`config.mk`:
```
export PLATFORM = sky130hd
export DESIGN_NAME = tmo_monitor
export DESIGN_NICKNAME = d
export VERILOG_FILES = /design/src/rtl/tmo_pkg.sv /design/src/rtl/tmo_ctrl_reg.sv /design/src/rtl/tmo_retry_wd.sv /design/src/rtl/tmo_wait_wd.sv /design/src/rtl/tmo_monitor.sv
export SDC_FILE = /design/constraint.sdc
export NUM_CORES = 1
export LEC_CHECK = 0
export ABC_AREA = 1
export BUFFER_PORTS_ARGS = -buffer_cell sky130_fd_sc_hd__buf_2
export CAP_MARGIN = 40
export CORE_MARGIN = 1.5
export CORE_UTILIZATION = 54
export DETAILED_ROUTE_END_ITERATION = 10
export PLACE_DENSITY = 0.8
export SLEW_MARGIN = 20
export SYNTH_ARGS = -nofsm -noshare
export SYNTH_HDL_FRONTEND = slang
export SYNTH_SLANG_ARGS = --single-unit
```
`constraint.sdc`:
```
create_clock -name clk -period 2.41 [get_ports clk]
set_clock_uncertainty 0.1 [all_clocks]
set_input_delay 0.482 -clock clk [delete_from_list [all_inputs] [get_ports clk]]
set_output_delay 0.482 -clock clk [all_outputs]
set_load 0.01 [all_outputs]
```
`src/rtl/tmo_pkg.sv`:
```
package tmo_pkg;
  typedef enum logic {
    SEL_LIMITS = 1'b0,
    SEL_STATUS = 1'b1
  } reg_sel_e;

  localparam int unsigned ST_RETRY = 0;
  localparam int unsigned ST_WAIT  = 1;
endpackage

```
`src/rtl/tmo_ctrl_reg.sv`:
```
module tmo_ctrl_reg
  import tmo_pkg::*;
#(
  parameter int unsigned LIM_W  = 8,
  parameter int unsigned DATA_W = 32,
  parameter logic [LIM_W-1:0] RETRY_RST = 8'h80,
  parameter logic [LIM_W-1:0] WAIT_RST  = 8'h80
) (
  input  logic                    clk,
  input  logic                    rst_n,
  input  logic                    wr,
  input  logic                    sel,
  input  logic [2*LIM_W/8-1:0]    be,
  input  logic [2*LIM_W-1:0]      wdata,
  input  logic                    set_retry,
  input  logic                    set_wait,
  output logic [LIM_W-1:0]        retry_lim,
  output logic [LIM_W-1:0]        wait_lim,
  output logic                    sts_retry,
  output logic                    sts_wait,
  output logic [DATA_W-1:0]       rdata
);
  localparam int unsigned WORD_W = 2 * LIM_W;
  localparam int unsigned LANES  = WORD_W / 8;
  localparam logic [WORD_W-1:0] WORD_RST = {RETRY_RST, WAIT_RST};

  logic [LANES-1:0][7:0] lane_q;
  logic [WORD_W-1:0]     word;
  logic                  wr_limits;
  logic                  wr_status;

  assign wr_limits = wr && (reg_sel_e'(sel) == SEL_LIMITS);
  assign wr_status = wr && (reg_sel_e'(sel) == SEL_STATUS) && be[0];

  for (genvar g = 0; g < LANES; g++) begin : g_lane
    always_ff @(posedge clk) begin
      if (!rst_n)
        lane_q[g] <= WORD_RST[8*g +: 8];
      else if (wr_limits && be[g])
        lane_q[g] <= wdata[8*g +: 8];
    end
    assign word[8*g +: 8] = lane_q[g];
  end

  assign retry_lim = word[WORD_W-1:LIM_W];
  assign wait_lim  = word[LIM_W-1:0];

  always_ff @(posedge clk) begin
    if (!rst_n) begin
      sts_retry <= 1'b0;
      sts_wait  <= 1'b0;
    end else begin
      if (set_retry)                           sts_retry <= 1'b1;
      else if (wr_status && wdata[ST_RETRY])   sts_retry <= 1'b0;
      if (set_wait)                            sts_wait  <= 1'b1;
      else if (wr_status && wdata[ST_WAIT])    sts_wait  <= 1'b0;
    end
  end

  always_comb begin
    rdata = '0;
    if (reg_sel_e'(sel) == SEL_STATUS) begin
      rdata[ST_RETRY] = sts_retry;
      rdata[ST_WAIT]  = sts_wait;
    end else begin
      rdata[WORD_W-1:0] = word;
    end
  end
endmodule

```
`src/rtl/tmo_retry_wd.sv`:
```
module tmo_retry_wd #(
  parameter int unsigned LIM_W = 8
) (
  input  logic             clk,
  input  logic             rst_n,
  input  logic             clr,
  input  logic             hit,
  input  logic [LIM_W-1:0] lim,
  output logic             fire,
  output logic [LIM_W-1:0] cnt
);
  localparam logic [LIM_W-1:0] ONE  = {{(LIM_W-1){1'b0}}, 1'b1};
  localparam logic [LIM_W-1:0] FULL = {LIM_W{1'b1}};

  function automatic logic [LIM_W-1:0] sat_inc(input logic [LIM_W-1:0] v);
    return (v == FULL) ? v : v + ONE;
  endfunction

  function automatic logic over_limit(input logic [LIM_W-1:0] c,
                                      input logic [LIM_W-1:0] l);
    return (l != '0) && (c >= l);
  endfunction

  assign fire = hit && over_limit(cnt, lim);

  always_ff @(posedge clk) begin
    if (!rst_n)          cnt <= '0;
    else if (clr || fire) cnt <= '0;
    else if (hit)        cnt <= sat_inc(cnt);
  end
endmodule

```
`src/rtl/tmo_wait_wd.sv`:
```
module tmo_wait_wd #(
  parameter int unsigned LIM_W = 8
) (
  input  logic             clk,
  input  logic             rst_n,
  input  logic             clr,
  input  logic             waiting,
  input  logic [LIM_W-1:0] lim,
  output logic             fire,
  output logic [LIM_W-1:0] cnt
);
  localparam logic [LIM_W-1:0] ONE  = {{(LIM_W-1){1'b0}}, 1'b1};
  localparam logic [LIM_W-1:0] FULL = {LIM_W{1'b1}};
  localparam logic [LIM_W:0]   ONE_X = {{LIM_W{1'b0}}, 1'b1};

  function automatic logic [LIM_W-1:0] sat_inc(input logic [LIM_W-1:0] v);
    return (v == FULL) ? v : v + ONE;
  endfunction

  function automatic logic expired(input logic [LIM_W-1:0] c,
                                   input logic [LIM_W-1:0] l);
    return (l != '0) && (({1'b0, c} + ONE_X) >= {1'b0, l});
  endfunction

  assign fire = waiting && expired(cnt, lim);

  always_ff @(posedge clk) begin
    if (!rst_n)                     cnt <= '0;
    else if (clr || fire || !waiting) cnt <= '0;
    else                            cnt <= sat_inc(cnt);
  end
endmodule

```
`src/rtl/tmo_monitor.sv`:
```
module tmo_monitor #(
  parameter int unsigned LIM_W  = 8,
  parameter int unsigned DATA_W = 32,
  parameter logic [LIM_W-1:0] RETRY_RST = 8'h80,
  parameter logic [LIM_W-1:0] WAIT_RST  = 8'h80
) (
  input  logic                 clk,
  input  logic                 rst_n,
  input  logic                 txn_start,
  input  logic                 txn_done,
  input  logic                 devsel_s,
  input  logic                 trdy_s,
  input  logic                 stop_s,
  input  logic                 retry_s,
  input  logic                 reg_wr,
  input  logic                 reg_sel,
  input  logic [2*LIM_W/8-1:0] reg_be,
  input  logic [2*LIM_W-1:0]   reg_wdata,
  output logic [DATA_W-1:0]    reg_rdata,
  output logic                 mst_abort,
  output logic                 retry_abort_flag,
  output logic                 wait_abort_flag
);
  logic             active_q;
  logic [LIM_W-1:0] retry_lim, wait_lim;
  logic [LIM_W-1:0] eff_retry, eff_wait;
  logic [LIM_W-1:0] retry_cnt, wait_cnt;
  logic             retry_hit, waiting;
  logic             retry_fire, wait_fire, any_fire;
  logic             wd_clr;

  assign retry_hit = active_q && retry_s;
  assign waiting   = active_q && devsel_s && !trdy_s && !stop_s;
  assign any_fire  = retry_fire || wait_fire;
  assign wd_clr    = txn_start || txn_done || any_fire;

  tmo_ctrl_reg #(
    .LIM_W(LIM_W), .DATA_W(DATA_W), .RETRY_RST(RETRY_RST), .WAIT_RST(WAIT_RST)
  ) u_reg (
    .clk(clk), .rst_n(rst_n), .wr(reg_wr), .sel(reg_sel), .be(reg_be),
    .wdata(reg_wdata), .set_retry(retry_fire), .set_wait(wait_fire),
    .retry_lim(retry_lim), .wait_lim(wait_lim),
    .sts_retry(retry_abort_flag), .sts_wait(wait_abort_flag), .rdata(reg_rdata)
  );

  tmo_retry_wd #(.LIM_W(LIM_W)) u_retry (
    .clk(clk), .rst_n(rst_n), .clr(wd_clr), .hit(retry_hit),
    .lim(eff_retry), .fire(retry_fire), .cnt(retry_cnt)
  );

  tmo_wait_wd #(.LIM_W(LIM_W)) u_wait (
    .clk(clk), .rst_n(rst_n), .clr(wd_clr), .waiting(waiting),
    .lim(eff_wait), .fire(wait_fire), .cnt(wait_cnt)
  );

  always_ff @(posedge clk) begin
    if (!rst_n) begin
      active_q  <= 1'b0;
      eff_retry <= RETRY_RST;
      eff_wait  <= WAIT_RST;
      mst_abort <= 1'b0;
    end else begin
      mst_abort <= any_fire;
      if (txn_start) begin
        active_q  <= 1'b1;
        eff_retry <= retry_lim;
        eff_wait  <= wait_lim;
      end else if (txn_done || any_fire) begin
        active_q  <= 1'b0;
      end
    end
  end
endmodule

```
[After elaboration in Yosys (flattened, before gate mapping)]
Cells that the tools add are included.
Word-level totals
  output and inout port bits: 35
  memories: 0
  register bits: 52
  word-level logic and storage cells: 61
  memory bits (read-only): 0
  input bits: 28
  bits in latches: 0
  memory bits (writable): 0
Operators by class
  eq/ne operators: 2
  reduce and logical (&&, ||, !) cells: 33
  add/sub/neg operators: 3
  $mul: 0
  mux-type cells: 8
  order comparisons: 2
  shift operators: 0
  div/mod/pow operators: 0
  bitwise operators: 3
Operators by type and width (number)
  8-bit by 1-bit adder with 8-bit output (second input constant): 2
  8-bit equality test (second input constant): 2
  8-bit nonzero test: 2
  1-bit logical AND: 15
  14-bit 2-to-1 mux: 1
  8-bit by 1-bit adder with 9-bit output (second input constant): 1
  9-bit by 8-bit greater-or-equal comparator with 1-bit output: 1
  8-bit greater-or-equal comparator: 1
  1-bit logical OR: 7
  1-bit 2-to-1 mux: 6
  2-bit nonzero test: 3
  2-bit OR reduction: 2
  1-bit zero test: 3
  1-bit inverter: 3
  2-bit 2-to-1 mux: 1
  2-bit AND reduction: 1

[Depth between registers and ports, before layout]
Gate-level depths: netlist (run 1).
  word-level depth: 9
  gate-level depth with buffers: 17
  depth with buffers taken out: 17

[Modules after synthesis]
Synthesis (run 1) repeated with hierarchy kept, for this count alone.
Unflattened totals
  cells, all modules: 433
  area total of the unflattened synthesis: 2995.4 um2
By module, submodules not included
  tmo_ctrl_reg: area each 960.9 um2, times used 1, cells each 149, sequential area each 360.3 um2
  tmo_retry_wd: area each 694.4 um2, times used 1, cells each 108, sequential area each 160.2 um2
  tmo_wait_wd: area each 678.2 um2, times used 1, cells each 94, sequential area each 160.2 um2
  tmo_monitor: area each 661.9 um2, times used 1, cells each 82, sequential area each 360.3 um2

[Worst setup path before layout (run 1)]
Ideal clock, no wire load.
  kind: reg-to-reg
  from: register u_wait.cnt[0]
  to: register u_wait.cnt[0]
  setup time: 66 ps
  clock period less this slack: 2026 ps
  arrival time: 1860 ps
  stages on the path, launching flop included: 16
  path buffers: 0
  setup slack: 384 ps
  required time: 2244 ps
  cell sequence: dfxtp_1 ha_1 nand3_2 xnor2_1 ha_1 nand2_1 inv_1 nand2_1 nand3_1 nand2_1 nand2_1 nand2_1 nand2_2 nand2_4 nand4_4 nor2_1
Between the ends
  word-level cells in the longest chain between the ends: 9
  elaborated cells on any way between the ends: 11
  classes of those cells: 2 x add/sub; 1 x order compare; 1 x eq/ne; 7 x reduce/logical
Ends and longest elaborated chain
  start, declared: RTL line tmo_wait_wd.sv:10  | output logic [LIM_W-1:0] cnt
  start signal, assigned: RTL line tmo_wait_wd.sv:30  | else cnt <= sat_inc(cnt);
  8-bit by 1-bit adder with 9-bit output: RTL line tmo_wait_wd.sv:22  | return (l != '0) && (({1'b0, c} + ONE_X) >= {1'b0, l});
  9-bit by 8-bit greater-or-equal comparator with 1-bit output: RTL line tmo_wait_wd.sv:22
  1-bit logical AND: RTL line tmo_wait_wd.sv:22
  1-bit logical AND: RTL line tmo_wait_wd.sv:25  | assign fire = waiting && expired(cnt, lim);
  1-bit logical OR: RTL line tmo_monitor.sv:34  | assign any_fire = retry_fire || wait_fire;
  1-bit logical OR: RTL line tmo_monitor.sv:35  | assign wd_clr = txn_start || txn_done || any_fire;
  1-bit logical OR (2 in a row): RTL line tmo_wait_wd.sv:29  | else if (clr || fire || !waiting) cnt <= '0;
  2-bit OR reduction (no line)
Parallel ways exist; a longest one is shown, timed or not.
A chain may end at the register's enable or synchronous reset.

[Worst setup path in the final report (run 1)]
  from: register u_wait.cnt[0]
  to: register u_wait.cnt[2]
The elaborated chain is that of the path after synthesis.

==> results of run 1 <==
Yosys cell counts, types with 2 or more instances:
cell / instances / area (um2)
dfxtp_1: 52 / 1040
inv_1: 48 / 180
nand2_1: 44 / 165
a21oi_1: 40 / 200
nor2_1: 39 / 146
o21ai_0: 32 / 160
ha_1: 18 / 225
buf_4: 16 / 120
clkbuf_1: 9 / 33.8
xor2_1: 9 / 78.8
nand3_1: 8 / 40.0
nand4_1: 6 / 37.5
nor4_1: 4 / 25.0
nand2_2: 3 / 18.8
nand3_4: 3 / 52.6
nor2_2: 3 / 18.8
xnor2_1: 3 / 26.3
buf_2: 2 / 10.0
inv_2: 2 / 7.51
nand3_2: 2 / 20.0
nor2_4: 2 / 22.5
or2_2: 2 / 12.5
how the worst max path moves through the flow:
stage	start	end	slack, ps	cells past startpoint
floorplan	u_wait.cnt[0]	u_wait.cnt[0]	380	15
detailed placement	u_wait.cnt[0]	u_wait.cnt[2]	140	15
global route	u_wait.cnt[0]	u_retry.cnt[2]	-8	15
global placement	u_wait.cnt[0]	u_wait.cnt[1]	280	15
finish	u_wait.cnt[0]	u_wait.cnt[2]	190	14
CTS	u_wait.cnt[0]	u_wait.cnt[2]	120	15
power by group through the flow:
stage | Clock (uW) | Combinational, uW | Sequential, uW
4_1_cts | 548 | 184 | 910
2_1_floorplan | 0 | 144 | 924
3_3_place_gp | 0 | 176 | 929
5_1_grt | 593 | 211 | 915
3_5_place_dp | 0 | 182 | 930
6_report | 539 | 183 | 910
final cells by class:
class / count / area share
well taps: 67 / 0.0272
multi-input cells: 242 / 0.457
repair buffers: 49 / 0.0819
clock inverters: 3 / 0.0109
inverters: 51 / 0.0629
flip-flops and latches: 52 / 0.338
clock buffers: 5 / 0.0223
cells by family (layout without fill, tap and decap cells):
logic type,Yosys count,count (layout),share of synthesized area
other,1,16,0.00137
AO/OA/AOI/OAI,76,76,0.142
XOR/XNOR,12,12,0.0383
buffers and inverters,78,108,0.131
adder cells (fa/ha/maj),18,18,0.0822
AND/OR/NAND/NOR,120,120,0.225
flip-flops,52,52,0.380
flip-flops by register name (all words and copies together), names as in the netlist:
signal           flops
u_reg.retry_lim      8
eff_wait             8
mst_abort            1
u_reg.sts_wait       1
u_reg.sts_retry      1
eff_retry            8
u_reg.wait_lim       8
active_q             1
u_retry.cnt          8
u_wait.cnt           8
layer usage:
| layer | vias up | track usage | part of all wire |
|---|---|---|---|
| li1 | 1204 | - | - |
| met1 | 1059 | 0.239 | 0.45 |
| met2 | 36 | 0.371 | 0.52 |
| met3 | 4 | 0.0366 | 0.027 |
| met4 | 0 | 0.0707 | 0.012 |
| met5 | - | 0 | 0 |
placed cells by master, fill, tap and decap left out, drive strengths merged:
cell type / n
xnor2: 3
a31oi: 1
dfxtp: 52
o21a: 1
a21oi: 40
nand3: 13
buf: 49
a21boi: 1
ha: 18
o21ai: 33
clkbuf: 5
nor2: 44
clkinv: 2
or2: 2
conb: 16
nor3: 2
nand4: 7
nor4: 4
inv: 52
xor2: 9
nand2: 48
critical path, delay by kind of cell (launching register included):
family        cells  cell delay (ps)
simple gates     10              940
xor+xnor          1              220
buf+inv           1               40
flops             1              380
fa+ha+maj         2              490
per-stage QoR:
step	area, um2	setup slack (ps)	TNS (ps)
6_report	3090	193	0
5_1_grt	3090	-8.38	-15.1
2_1_floorplan	2800	384	0
3_5_place_dp	2960	144	0
3_3_place_gp	2960	276	0
4_1_cts	3070	118	0
timing repair:
action	4_1_cts	5_1_grt
buffers inserted	0	1
setup endpoints to repair	0	16
resized for setup	0	4
==> impl_metrics.env, run 1 <==
export IMPL_ys_types=32
export IMPL_cp_data_arrival_time_ps=2360
export IMPL_clk_latency_ps=320
export IMPL_ctsLongestPathBuffers=2
export IMPL_outcome="completed"
export IMPL_cp_cell_sequence="ha_2 -> nand3_2 -> nor2_4 -> xor2_1 -> ha_1 -> nand2_1 -> inv_1 -> nand2_1 -> nand2_1 -> nand2_1 -> nand2_2 -> nand2_4 -> nand4_4 -> nor2_1"
export IMPL_multi_input_area_um2=1410
export IMPL_rr_startpoint="u_wait.cnt[0]"
export IMPL_avgSynthCellArea_um2=7.68
export IMPL_ir_drop_uv=435
export IMPL_ys_async_sr_fraction=0
export IMPL_finalMaxSlewViolations=0
export IMPL_floorplan_initialDensity=0.569
export IMPL_grt_max_degree=32
export IMPL_reg2reg_depth=14
export IMPL_hold_violations=0
export IMPL_die_w_um=74.3
export IMPL_clkPwrFrac=0.330
export IMPL_drive_gt1_frac=0.209
export IMPL_r2r_end="u_wait.cnt[2]"
export IMPL_cts_buffers_inserted=5
export IMPL_cp_max_fo=8
export IMPL_n_fill_cell=434
export IMPL_area_delta_synth_final_pct=12.6
export IMPL_final_seq_area_um2=1040
export IMPL_fin_crit_ps=2220
export IMPL_ys_seq_area_frac=0.380
export IMPL_p_sw_uw=455
export IMPL_start_kind="register"
export IMPL_p_comb_frac=0.112
export IMPL_fmax_mhz=451
export IMPL_antenna_cells=0
export IMPL_gp_congestion=0.840
export IMPL_num_vias=2303
export IMPL_fp_dieH_um=74.3
export IMPL_hold_slack_ps=317
export IMPL_cp_end_kind="register"
export IMPL_cap_violations=0
export IMPL_crit_path_frequent_cell="nand2_1"
export IMPL_utilization=0.641
export IMPL_antenna_found_initial=0
export IMPL_grt_pass1_vias=2111
export IMPL_dieArea_um2=5510
export IMPL_grt_overflow_total=0
export IMPL_crit_type="reg -> reg"
export IMPL_synth_warnings=0
export IMPL_p_seq_frac=0.558
export IMPL_portBuffers=46
export IMPL_firstDrtPassIters=4
export IMPL_synth_cells=357
export IMPL_swShare=0.279
export IMPL_layout_nets=447
export IMPL_fin_cells=469
export IMPL_min_delay_start="reg_wdata[15]"
export IMPL_p_per_area_nw_per_um2=529
export IMPL_ys_ff_latch=52
export IMPL_power_leakage_uw=0.00144
export IMPL_fin_crit_sh=0.920
export IMPL_cts_root_buf="clkbuf_8"
export IMPL_grt_pass1_wl_um=8750
export IMPL_cts_hold_buffers=0
export IMPL_ys_flop_type="dfxtp_1"
export IMPL_hold_end="u_reg.retry_lim[7]"
export IMPL_slowest_stage="dfxtp_2"
export IMPL_critical_path_max_stage_delay_ps=380
export IMPL_required_ps=2550
export IMPL_fp_coreArea_um2=4820
export IMPL_dp_cells=460
export IMPL_antenna_left=0
export IMPL_finalPower_uw=1630
export IMPL_p_int_uw=1180
export IMPL_min_path_cells=3
export IMPL_setup_viol=0
export IMPL_drc=0
export IMPL_hp_class="in -> reg"
export IMPL_place_hpwl_um=4010
export IMPL_regToRegSetupSlack_ps=190
export IMPL_num_io_pins=63
export IMPL_syn_area_um2=2740
export IMPL_clk_pin_slew_ps=100
export IMPL_htree_num_levels=2
export IMPL_dr_first_iter_drc_count=117
export IMPL_wl_per_cell_um=11.2
export IMPL_viasPerCell=4.91
export IMPL_grt_usage=0.203
export IMPL_num_rows=25
export IMPL_clock_sinks=52
export IMPL_synth_edf_count=0
export IMPL_tritoncts="done"
export IMPL_routed_wl_um=5250
Note: power is estimated with default switching activity, not from simulation.
==> inputs of run 2 (changes only) <==
Settings changed: CTS_BUF_LIST from default to sky130_fd_sc_hd__clkbuf_16, CTS_CLUSTER_SIZE from default to 24, PLACE_DENSITY 0.8 to 0.9.
==> run 2 against run 1 <==
Sequential share of layout area fell by 0.42 points. Sequential cell count unchanged. Critical path depth rose by 1. Final cell count fell by 0.43%. Largest cell class unchanged. Largest power group unchanged.
==> impl_metrics.env, run 2 (synthesis results as in run 1) <==
export IMPL_finalPower_uw=1780
export IMPL_gp_congestion=0.888
export IMPL_num_io_pins=63
export IMPL_portBuffers=46
export IMPL_grt_max_degree=32
export IMPL_n_fill_cell=413
export IMPL_maxSlewHeadroom=0.665
export IMPL_hold_violations=0
export IMPL_num_rows=25
export IMPL_crit_type="reg -> reg"
export IMPL_cts_setup_buffers=0
export IMPL_cp_end_kind="register"
export IMPL_power_leakage_uw=0.00145
export IMPL_dp_cells=460
export IMPL_grt_usage=0.215
export IMPL_ctsLongestPathBuffers=2
export IMPL_fin_area_um2=3120
export IMPL_grt_busiest_layer="met2"
export IMPL_met3_usage=0.0393
export IMPL_finalMaxSlewViolations=0
export IMPL_clock_sinks=52
export IMPL_fp_coreArea_um2=4820
export IMPL_place_hpwl_um=4140
export IMPL_cp_endpoint="u_retry.cnt[6]"
export IMPL_layout_nets=446
export IMPL_cts_hold_buffers=0
export IMPL_grt_overflow_total=0
export IMPL_tritoncts="done"
export IMPL_cp_data_arrival_time_ps=2300
export IMPL_firstDrtPassIters=4
export IMPL_dieArea_um2=5510
export IMPL_area_delta_synth_final_pct=14.0
export IMPL_die_w_um=74.3
export IMPL_htree_num_levels=2
export IMPL_fmax_mhz=458
export IMPL_floorplan_initialDensity=0.569
export IMPL_setup_viol=0
export IMPL_p_per_area_nw_per_um2=571
export IMPL_num_vias=2280
export IMPL_cts_buffers_inserted=5
export IMPL_rr_startpoint="u_wait.cnt[0]"
export IMPL_crit_path_start="u_wait.cnt[0]"
export IMPL_ctsResizeCount=0
export IMPL_cap_violations=0
export IMPL_reg2reg_depth=15
export IMPL_final_cell_mix="dfxtp_1 (50), inv_1 (48), buf_2 (46), nand2_1 (44), a21oi_1 (40)"
export IMPL_outcome="completed"
export IMPL_detailed_place_area_um2=2960
export IMPL_final_seq_area_um2=1040
export IMPL_grt_pass1_vias=2107
export IMPL_use_met1=0.240
export IMPL_clk_pin_slew_ps=70
export IMPL_hp_class="in -> reg"
export IMPL_grt_setup_unrepaired="no"
export IMPL_drc=0
export IMPL_routed_wl_um=5590
export IMPL_clk_latency_ps=290
export IMPL_wl_per_cell_um=12.0
export IMPL_viasPerCell=4.88
export IMPL_layout_commonest_cell="dfxtp_1"
export IMPL_required_ps=2530
export IMPL_ir_drop_uv=384
export IMPL_antenna_found_initial=0
export IMPL_dr_first_iter_drc_count=106
export IMPL_r2r_end="u_retry.cnt[6]"
export IMPL_grt_pass1_wl_um=9100
export IMPL_fp_dieH_um=74.3
export IMPL_grtUsageMet2=0.398
export IMPL_cp_max_fo=8
export IMPL_drive_gt1_frac=0.208
export IMPL_antenna_left=0
export IMPL_worst_slew_pin_slew_ps=501
export IMPL_multi_input_area_um2=1420
export IMPL_antenna_cells=0
export IMPL_hold_slack_ps=351
export IMPL_start_kind="register"
export IMPL_regToRegSetupSlack_ps=230
export IMPL_cts_root_buf="clkbuf_16"
export IMPL_fin_crit_ps=2180
export IMPL_fin_crit_sh=0.906
export IMPL_fin_cells=467
export IMPL_setup_tns_ps=0
==> run 2: per-layer routing <==
layer | vias up | wire (um)
li1 | 1198 | -
met1 | 1035 | 2440
met2 | 39 | 2910
met3 | 8 | 148
met4 | 0 | 97
met5 | - | 0
==> run 2: worst min-delay path by stage <==
| stage | slack (ps) | end | cells past startpoint | from |
|---|---|---|---|---|
| 2_1_floorplan | 340 | eff_wait[0] | 2 | u_reg.wait_lim[0] |
| 3_3_place_gp | 370 | u_reg.wait_lim[0] | 2 | u_reg.wait_lim[0] |
| 3_5_place_dp | 370 | u_reg.retry_lim[1] | 2 | u_reg.retry_lim[1] |
| 4_1_cts | 350 | u_reg.wait_lim[7] | 3 | reg_wdata[7] |
| 5_1_grt | 380 | u_reg.retry_lim[5] | 3 | reg_wdata[13] |
| 6_report | 350 | u_reg.wait_lim[7] | 3 | reg_wdata[7] |
==> run 2: through the flow <==
step,utilization,setup slack [ps]
final,0.649,227
after global routing,0.649,11.3
after CTS,0.644,119
after detailed placement,0.615,138
after global placement,0.615,286
after floorplan,-,384
==> run 2: layout make-up <==
type / count / share of cell area
multi-input cells: 242 / 0.453
flip-flops and latches: 52 / 0.334
inverters: 51 / 0.0621
clock buffers: 5 / 0.0400
repair buffers: 48 / 0.0785
clock inverters: 2 / 0.00521
well taps: 67 / 0.0268
==> run 2: report_power, final <==
group / switching [uW] / internal, uW / total [uW]
clock network: 303 / 383 / 686
logic: 118 / 66.9 / 185
registers: 20.1 / 891 / 911
==> run 2: critical path, cell delays in order (launching register included) <==
cell,delay [ps]
dfxtp_2,360
ha_2,200
nand3_2,130
xnor2_2,170
ha_1,300
nand2_1,90
inv_1,40
nand2_1,60
nand3_1,70
nand2_1,60
nand2_1,50
nand2_1,70
nand2_2,60
nand2_4,100
nand3_4,120
nor2_1,140
